### config.mk
export PLATFORM = sky130hd
export DESIGN_NAME = memtest_engine
export DESIGN_NICKNAME = d
export VERILOG_FILES = /design/src/rtl/memtest_engine.sv
export SDC_FILE = /design/constraint.sdc
export NUM_CORES = 1
export LEC_CHECK = 0
export ABC_AREA = 1
export BUFFER_PORTS_ARGS = -buffer_cell sky130_fd_sc_hd__buf_4
export CORE_UTILIZATION = 30
export CTS_CLUSTER_SIZE = 30
export DETAILED_ROUTE_END_ITERATION = 8
export PLACE_DENSITY = 0.54
export SLEW_MARGIN = 20
export SYNTH_ARGS = -nofsm -noshare
export SYNTH_HDL_FRONTEND = slang
export SYNTH_SLANG_ARGS = --single-unit
export TNS_END_PERCENT = 5
### constraint.sdc
create_clock -name clk -period 2.4 [get_ports clk]
set_input_delay 0.36 -clock clk [delete_from_list [all_inputs] [get_ports clk]]
set_output_delay 0.36 -clock clk [all_outputs]
set_load 0.005 [all_outputs]
### src/rtl/memtest_engine.sv
module memtest_engine #(
  parameter int AW        = 16,
  parameter int DW        = 16,
  parameter int N_RAND    = 16384,
  parameter logic [15:0] TEST_WORD = 16'hC35A,
  parameter logic [15:0] LFSR_INIT = 16'h0001
) (
  input  logic          clk,
  input  logic          rst_n,
  input  logic          start,
  input  logic          skip,
  input  logic          par_err,
  output logic          mem_we,
  output logic          mem_re,
  output logic [AW-1:0] mem_addr,
  output logic [DW-1:0] mem_wdata,
  input  logic [DW-1:0] mem_rdata,
  output logic          busy,
  output logic          done,
  output logic          pass,
  output logic [1:0]    fail_phase,
  output logic [AW-1:0] fail_addr
);

  function automatic logic [15:0] taps_for(input int w);
    case (w)
      8:  return 16'h00B8;
      9:  return 16'h0110;
      10: return 16'h0240;
      11: return 16'h0500;
      12: return 16'h0E08;
      13: return 16'h1C80;
      14: return 16'h3802;
      15: return 16'h6000;
      default: return 16'hB400;
    endcase
  endfunction

  function automatic logic [DW-1:0] pat_of(input logic [1:0] s);
    case (s)
      2'd0: return DW'(16'h8080);
      2'd1: return DW'(16'h5555);
      2'd2: return DW'(16'h3333);
      default: return DW'(16'h0F0F);
    endcase
  endfunction

  localparam int BKW = $clog2(AW);
  localparam int RCW = $clog2(N_RAND) + 1;
  localparam logic [AW-1:0] TAPS  = AW'(taps_for(AW));
  localparam logic [AW-1:0] START = AW'(LFSR_INIT);
  localparam logic [AW-1:0] LAST  = {AW{1'b1}};

  typedef enum logic [3:0] {
    S_IDLE, S_SENT, S_AW1, S_AR1, S_AW0, S_AR0, S_ACHK,
    S_SW, S_SR, S_RW, S_RR, S_PAR, S_CLR, S_DONE
  } st_t;

  st_t            st;
  logic [AW-1:0]  addr, lfsr, chk_addr, fad;
  logic [BKW-1:0] bk;
  logic [1:0]     psel, chk_ph, fph;
  logic [RCW-1:0] rcnt;
  logic [DW-1:0]  chk_exp, exp_c;
  logic [1:0]     ph_c;
  logic           chk_v, par_seen, skip_q, done_q, pass_q;

  wire [AW-1:0] probe    = AW'(1) << bk;
  wire [DW-1:0] seed     = DW'(lfsr[7:0]);
  wire [AW-1:0] lfsr_nx  = (lfsr >> 1) ^ (lfsr[0] ? TAPS : '0);
  wire          mismatch = chk_v && (mem_rdata != chk_exp);
  wire          testing  = (st != S_IDLE) && (st != S_DONE) && (st != S_CLR);
  wire          rnd_end  = (rcnt == RCW'(N_RAND - 1));

  assign busy       = (st != S_IDLE) && (st != S_DONE);
  assign done       = done_q;
  assign pass       = pass_q;
  assign fail_phase = fph;
  assign fail_addr  = fad;

  always_comb begin
    mem_we = 1'b0; mem_re = 1'b0; mem_addr = '0; mem_wdata = '0;
    exp_c = '0; ph_c = 2'd0;
    case (st)
      S_SENT: begin mem_we = 1'b1; mem_wdata = DW'(TEST_WORD); end
      S_AW1:  begin mem_we = 1'b1; mem_addr = probe; mem_wdata = DW'(8'hFF); end
      S_AR1:  begin mem_re = 1'b1; mem_addr = probe; exp_c = DW'(8'hFF); end
      S_AW0:  begin mem_we = 1'b1; mem_addr = probe; end
      S_AR0:  begin mem_re = 1'b1; mem_addr = probe; end
      S_ACHK: begin mem_re = 1'b1; exp_c = DW'(TEST_WORD); end
      S_SW:   begin mem_we = 1'b1; mem_addr = addr; mem_wdata = pat_of(psel); end
      S_SR:   begin mem_re = 1'b1; mem_addr = addr; exp_c = pat_of(psel); ph_c = 2'd1; end
      S_RW:   begin mem_we = 1'b1; mem_addr = lfsr; mem_wdata = seed; end
      S_RR:   begin mem_re = 1'b1; mem_addr = lfsr; exp_c = seed; ph_c = 2'd2; end
      S_CLR:  begin mem_we = 1'b1; mem_addr = addr; end
      default: ;
    endcase
  end

  always_ff @(posedge clk or negedge rst_n) begin
    if (!rst_n) begin
      st <= S_IDLE; addr <= '0; lfsr <= START; bk <= '0; psel <= '0; rcnt <= '0;
      chk_v <= 1'b0; chk_exp <= '0; chk_addr <= '0; chk_ph <= '0;
      par_seen <= 1'b0; skip_q <= 1'b0; done_q <= 1'b0; pass_q <= 1'b0;
      fph <= '0; fad <= '0;
    end else begin
      chk_v <= mem_re; chk_exp <= exp_c; chk_addr <= mem_addr; chk_ph <= ph_c;
      if (par_err && testing) par_seen <= 1'b1;
      if (mismatch) begin
        st <= S_DONE; done_q <= 1'b1; pass_q <= 1'b0;
        fph <= chk_ph; fad <= chk_addr; chk_v <= 1'b0;
      end else begin
        case (st)
          S_IDLE, S_DONE:
            if (start) begin
              done_q <= 1'b0; pass_q <= 1'b0; fph <= '0; fad <= '0;
              par_seen <= 1'b0; skip_q <= skip; addr <= '0; bk <= '0;
              psel <= '0; lfsr <= START; rcnt <= '0;
              st <= skip ? S_CLR : S_SENT;
            end
          S_SENT: st <= S_AW1;
          S_AW1:  st <= S_AR1;
          S_AR1:  st <= S_AW0;
          S_AW0:  st <= S_AR0;
          S_AR0:
            if (bk == BKW'(AW - 1)) st <= S_ACHK;
            else begin bk <= bk + 1'b1; st <= S_AW1; end
          S_ACHK: begin addr <= '0; st <= S_SW; end
          S_SW: begin
            addr <= addr + 1'b1;
            if (addr == LAST) st <= S_SR;
          end
          S_SR: begin
            addr <= addr + 1'b1;
            if (addr == LAST) begin
              if (psel == 2'd3) begin lfsr <= START; rcnt <= '0; st <= S_RW; end
              else begin psel <= psel + 1'b1; st <= S_SW; end
            end
          end
          S_RW: begin
            lfsr <= lfsr_nx; rcnt <= rcnt + 1'b1;
            if (rnd_end) begin lfsr <= START; rcnt <= '0; st <= S_RR; end
          end
          S_RR: begin
            lfsr <= lfsr_nx; rcnt <= rcnt + 1'b1;
            if (rnd_end) st <= S_PAR;
          end
          S_PAR:
            if (par_seen || par_err) begin
              st <= S_DONE; done_q <= 1'b1; pass_q <= 1'b0; fph <= 2'd3; fad <= '0;
            end else begin
              addr <= '0; st <= S_CLR;
            end
          S_CLR: begin
            addr <= addr + 1'b1;
            if (addr == LAST) begin st <= S_DONE; done_q <= 1'b1; pass_q <= 1'b1; end
          end
          default: st <= S_IDLE;
        endcase
      end
    end
  end

  assert_single_port_R9: assert property (@(posedge clk) disable iff (!rst_n)
    !(mem_we && mem_re));

  assert_quiet_when_done_R8: assert property (@(posedge clk) disable iff (!rst_n)
    done |-> !mem_we && !mem_re);

  assert_busy_excl_done_R10: assert property (@(posedge clk) disable iff (!rst_n)
    !(busy && done));

  assert_status_hold_R10: assert property (@(posedge clk) disable iff (!rst_n)
    done && !start |=> done && $stable(pass) && $stable(fail_phase) && $stable(fail_addr));

  assert_skip_no_read_R7: assert property (@(posedge clk) disable iff (!rst_n)
    skip_q && busy |-> !mem_re);

  assert_probe_onehot_R2: assert property (@(posedge clk) disable iff (!rst_n)
    (st == S_AW1 || st == S_AW0) |-> $countones(mem_addr) == 1);

  assert_pass_after_zero_R6: assert property (@(posedge clk) disable iff (!rst_n)
    $rose(done) && pass |-> $past(mem_we) && $past(mem_wdata) == '0);

  assert_parity_addr_R5: assert property (@(posedge clk) disable iff (!rst_n)
    done && !pass && fail_phase == 2'd3 |-> fail_addr == '0);

endmodule

# After elaboration in Yosys (flattened, before gate mapping)
# Cells that the tools add are included.
dict set report word_totals {
  input_bits 21
  elab_cells 143
  output_inout_bits 55
  ff_bits 113
}
dict set report op_classes {
  n_shift 1
  n_reduce_logical 27
  n_mux 59
  n_eq_ne 35
  bitwise 2
  add_sub_neg 4
}
# op count
set op_table {}
lappend op_table {{$pmux 16 s4} 4}
lappend op_table {{$mux 16} 9}
lappend op_table {{$pmux 16 s3} 2}
lappend op_table {{$mux 15} 4}
lappend op_table {{$pmux 15 s4} 1}
lappend op_table {{$pmux 4 s13} 1}
lappend op_table {{$mux 4} 11}
lappend op_table {{$pmux 16 s2} 1}
lappend op_table {{$eq 4x4->1 const B} 7}
lappend op_table {{$ne 3x3->1 const B} 7}
lappend op_table {{$add 16x1->16 const B} 1}
lappend op_table {{$eq 16x16->1 const B} 1}
lappend op_table {{$eq 4x3->1 const B} 4}
lappend op_table {{$ne 16x16->1} 1}
lappend op_table {{$reduce_bool 4->1} 4}
lappend op_table {{$shl 1x4->16 const A} 1}
lappend op_table {{$xor 15x16->16} 1}
lappend op_table {{$add 15x1->15 const B} 1}
lappend op_table {{$eq 15x14->1 const B} 1}
lappend op_table {{$mux 1} 14}
lappend op_table {{$ne 2x2->1 const B} 6}
lappend op_table {{$pmux 2 s2} 3}
lappend op_table {{$reduce_and 4->1} 3}
lappend op_table {{$mux 2} 5}
lappend op_table {{other kinds (25)} 35}

# Longest topological paths before layout
dict set report depth {
  word_depth 8
  depth_mapped 13
  ltp_nobuf 12
}

# Worst setup path before layout
# Ideal clock, no wire load.
dict set report synth_timing {
  path_type {reg-to-output}
  startpoint {register st[3]}
  endpoint {output mem_addr[14]}
  path_slack_ns 0.613
  required_time_ns 2.040
  arrival_ns 1.427
  path_stages_with_launch 9
  n_path_buf 1
  path_cell_list {dfrtp_1 > nor2_1 > inv_1 > nor2_1 > nor2_1 > nand3_1 > buf_2 > nand4_1 > o211ai_1}
}
dict set report synth_via {
  elab_chain_cells 3
  word_cells_on_any_way 13
  classes_between {eq/ne (9); mux (1); reduce/logical (3)}
}
# item line_no
set synth_rtl {}
lappend synth_rtl {{start: declaration} 59} ;# st_t st;
lappend synth_rtl {{start signal: assignment} 119} ;# st <= skip ? S_CLR : S_SENT;
lappend synth_rtl {{$eq 4x3->1 (tied with other cells)} 84} ;# case (st)
lappend synth_rtl {{$reduce_or 4->1 (no line) (tied with other cells)} n/a}
lappend synth_rtl {{$pmux 16 s3 (*)} 84}
lappend synth_rtl {{end: declaration} 15} ;# output logic [AW-1:0] mem_addr,
# Mark *: on every way between the ends. The rest lies on a longest branch, timed or not.

# Final worst setup path
dict set report layout_timing {
  startpoint {register st[3]}
  endpoint {output mem_wdata[5]}
}
dict set report layout_via {
  elab_chain_cells 2
  word_cells_on_any_way 5
  classes_between {eq/ne (4); mux (1)}
}
# item line_no
set layout_rtl {}
lappend layout_rtl {{$eq 4x4->1 (tied with other cells)} 84}
lappend layout_rtl {{$pmux 16 s4 (*)} 84}
lappend layout_rtl {{end: declaration} 16} ;# output logic [DW-1:0] mem_wdata,
# Marked as above.

==> results.yml <==
timing:
  finalClockSkew_ns: 0.00640
  fmax_mhz: 405
  tightest_slew_ns: 0.634
  rsz0062_at_grt: "yes"
  setup_viol: 6
  setup_ws_ns: -0.0720
  finalCriticalPeriod_ns: 2.47
  hold_viol: 0
  period_share_pct: 103
  slew_headroom_pct: 57.7
  fin_tns_setup_ns: -0.194
  final-max-slew-violation-count: 0
drt:
  vias: 6893
  wl_per_cell_um: 15.7
  dr.pass1.iters: 8
  drt-initial-drc-count: 609
  remaining_drc_errors: 0
  drt-total-wl_um: 21600
  vias_per_cell: 5.02
  ant_nets: 0
setup_path:
  cp_max_fo: 6
  slowest_delay_ns: 0.48
  required_ns: 2.04
  crit_path_top_delay_cell: "dfrtp_2"
  worst-endpoint-arrival_ns: 2.11
  endpoint_kind: "output pin"
  crit_chain: "inv_1 -> nand2_2 -> nor2_4 -> buf_6 -> clkinvlp_4 -> buf_4 -> o221ai_2 -> buf_4"
  critPathKind: "register to output pin"
  r2r_slack_ns: 0.32
  worstSetupStartpointType: "register"
  critPathLaunch: "st[3]"
  rr_startpoint: "st[2]"
  cp_common_cell: "buf_4"
finish:
  fin_nets: 1110
  fin_util_pct: 39.3
  antenna_cells: 0
  drive_gt1_share_pct: 20.6
  fill_cells: 2337
  regArea_mm2: 0.00283
  finalNonFillerCells: 1374
  fin_area_mm2: 0.00888
  syn_to_final_growth_pct: 28.7
  multi_input_area_mm2: 0.00359
logic_synthesis:
  synth_ff_type: "dfrtp_1"
  synth_warnings: 0
  synth_area_per_cell_um2: 7.16
  ys_ff_latch: 113
  async_flop_share_pct: 100
  synthCells: 963
  synth_top_area_share_pct: 40.6
  netlist_top_cells_area: "dfrtp_1 (41%), nand2_1 (17%), nand3_1 (8.7%)"
  synthSimpleGateAreaFrac_pct: 38.6
  synth-edff-count: 0
  synth-adder-area-share_pct: 2.36
  seq_area_frac_synth_pct: 41.0
  synth_mux_area_share_pct: 0
  yosys.cell_types.count: 40
  synth_top_area_cell: "dfrtp_1"
  synth-compound-area-share_pct: 7.07
  synth_most_common_cell: "nand2_1"
  synth_common_cells: "nand2_1 (312), nand3_1 (120), dfrtp_1 (112)"
  synth_area_mm2: 0.00690
  synth_top_family_by_area: "simple AND/OR/NAND/NOR gates"
  synth_xor_area_share_pct: 2.03
  syn_nets: 997
placement:
  gp_congestion: 0.899
  dpl_cell_area_mm2: 0.00796
  portBuffers: 75
  hpwl_um: 15100
  dp_cells: 1323
floorplanning:
  die_y_um: 154
  dieArea_mm2: 0.0236
  ioPinCount: 76
  start_util_pct: 30.6
  fp-row-count: 55
  die_w_um: 154
  core_area_mm2: 0.0226
grt:
  antenna_found_initial: 0
  grt_max_degree: 114
  overflow: 0
  grt_pass1_vias: 6437
  grt_pass1_wl_um: 35100
  track_usage_pct: 19.0
power_and_ir_drop:
  power_leakage_uw: 0.00451
  ir_drop_mv: 0.580
  powerDensity_mw_per_mm2: 1060
status:
  failed_checks: "setup timing"
  outcome: "complete, but fails checks"
clock_tree:
  clockBufferDepth: 2
  cts_tree: "yes"
  clock_latency_ns: 0.42
  cts_sinks: 113
  clk_pin_slew_worst_paths_ns: 0.06
  cts_max_level: 4
  cts-root-buf: "clkbuf_16"
  cts_buffers: 17
job:
  cap_violations: 0
hold_path:
  holdCritPathClass: "input pin to asynchronous set/reset pin"
-- cells by family (layout without fill, tap and decap cells) --
family | count (synthesis) | count (layout)
AND/OR/NAND/NOR | 603 | 603
buffers and inverters | 149 | 275
flip-flops | 113 | 113
AO/OA/AOI/OAI | 69 | 69
XOR/XNOR | 16 | 16
adder cells (fa/ha/maj) | 13 | 13
-- worst max-delay path: cells and delay by family (launching register included) --
family                 cells  cell delay [ns]
AOI/OAI and AO/OA          1             0.19
buffers and inverters      5             0.78
DFF                        1             0.48
and+or+nand+nor            2             0.26
-- metal layers --
metal	vias up	GRT usage [%]	wire, um
li1	3388	-	-
met1	3225	25.3	9580
met2	234	30.3	10200
met3	46	3.21	1150
met4	0	8.10	698
met5	-	0	0
-- timing repair --
action,in CTS,in global routing
pin swaps,2,9
buffers inserted,5,13
hold endpoints to repair,0,0
gates resized for setup,27,12
setup endpoints to repair,24,24
hold buffers,0,0
cloned,1,0
-- cell type report --
| class | instances | area share [%] |
|---|---|---|
| clock inverter | 12 | 1.51 |
| clock buffer | 20 | 5.26 |
| tap | 285 | 4.02 |
| timing repair buffer | 136 | 12.3 |
| sequential | 113 | 31.9 |
| inverter | 107 | 4.61 |
| multi-input combinational | 701 | 40.4 |
-- per-stage QoR --
stage	worst slack, ns	hold WS [ns]	total power [uW]
floorplan	0.613	0.0644	4960
global placement	0.293	0.458	6480
detailed placement	0.295	0.465	6450
CTS	-0.0392	0.0590	9240
global route	-0.123	0.0821	10100
finish	-0.0720	0.00781	9460
-- where the power goes --
group	internal (uW)	switching, uW	total, uW
Clock	1610	948	2560
Combinational	1620	2830	4450
Sequential	2200	256	2450
Total	5430	4030	9460
-- cell usage in the layout, fill, tap and decap left out, types with 3 or more instances in the layout --
cell,n
o221ai_2,7
nand4_1,58
buf_4,129
ha_1,13
clkinv_4,3
dfrtp_1,108
o211ai_1,12
nor2_2,6
inv_1,95
buf_6,3
a21oi_1,11
dfrtp_2,4
nor2_1,83
nand2_2,3
nor2_4,10
o21ai_0,16
xor2_1,13
o221ai_1,4
nand2_1,310
clkbuf_16,17
nor3_1,3
inv_2,10
nand3_1,120
clkinvlp_4,7
buf_12,3
xnor2_1,3
clkbuf_8,3
o2111ai_1,4
-- state kept, by name, indices dropped and copies added, names as in the netlist --
register and cells:
chk_ph 2, lfsr 16, addr 16, par_seen 1, chk_v 1, bk 4, chk_exp 16, done 1
fail_addr 16, fail_phase 2, pass 1, chk_addr 16, psel 2, st 4, rcnt 15
-- path summary, 6_finish.rpt --
kind | to | cells past startpoint
worst max-delay path | mem_wdata[5] | 8
worst max register to register | rcnt[11] | 10
worst min register to register | fail_addr[14] | 2
worst min-delay path | fail_addr[7] | 2
min in group clk | par_seen | 2
max in group asynchronous | st[3] | 2
No activity file was read; power rests on OpenSTA's default activity.
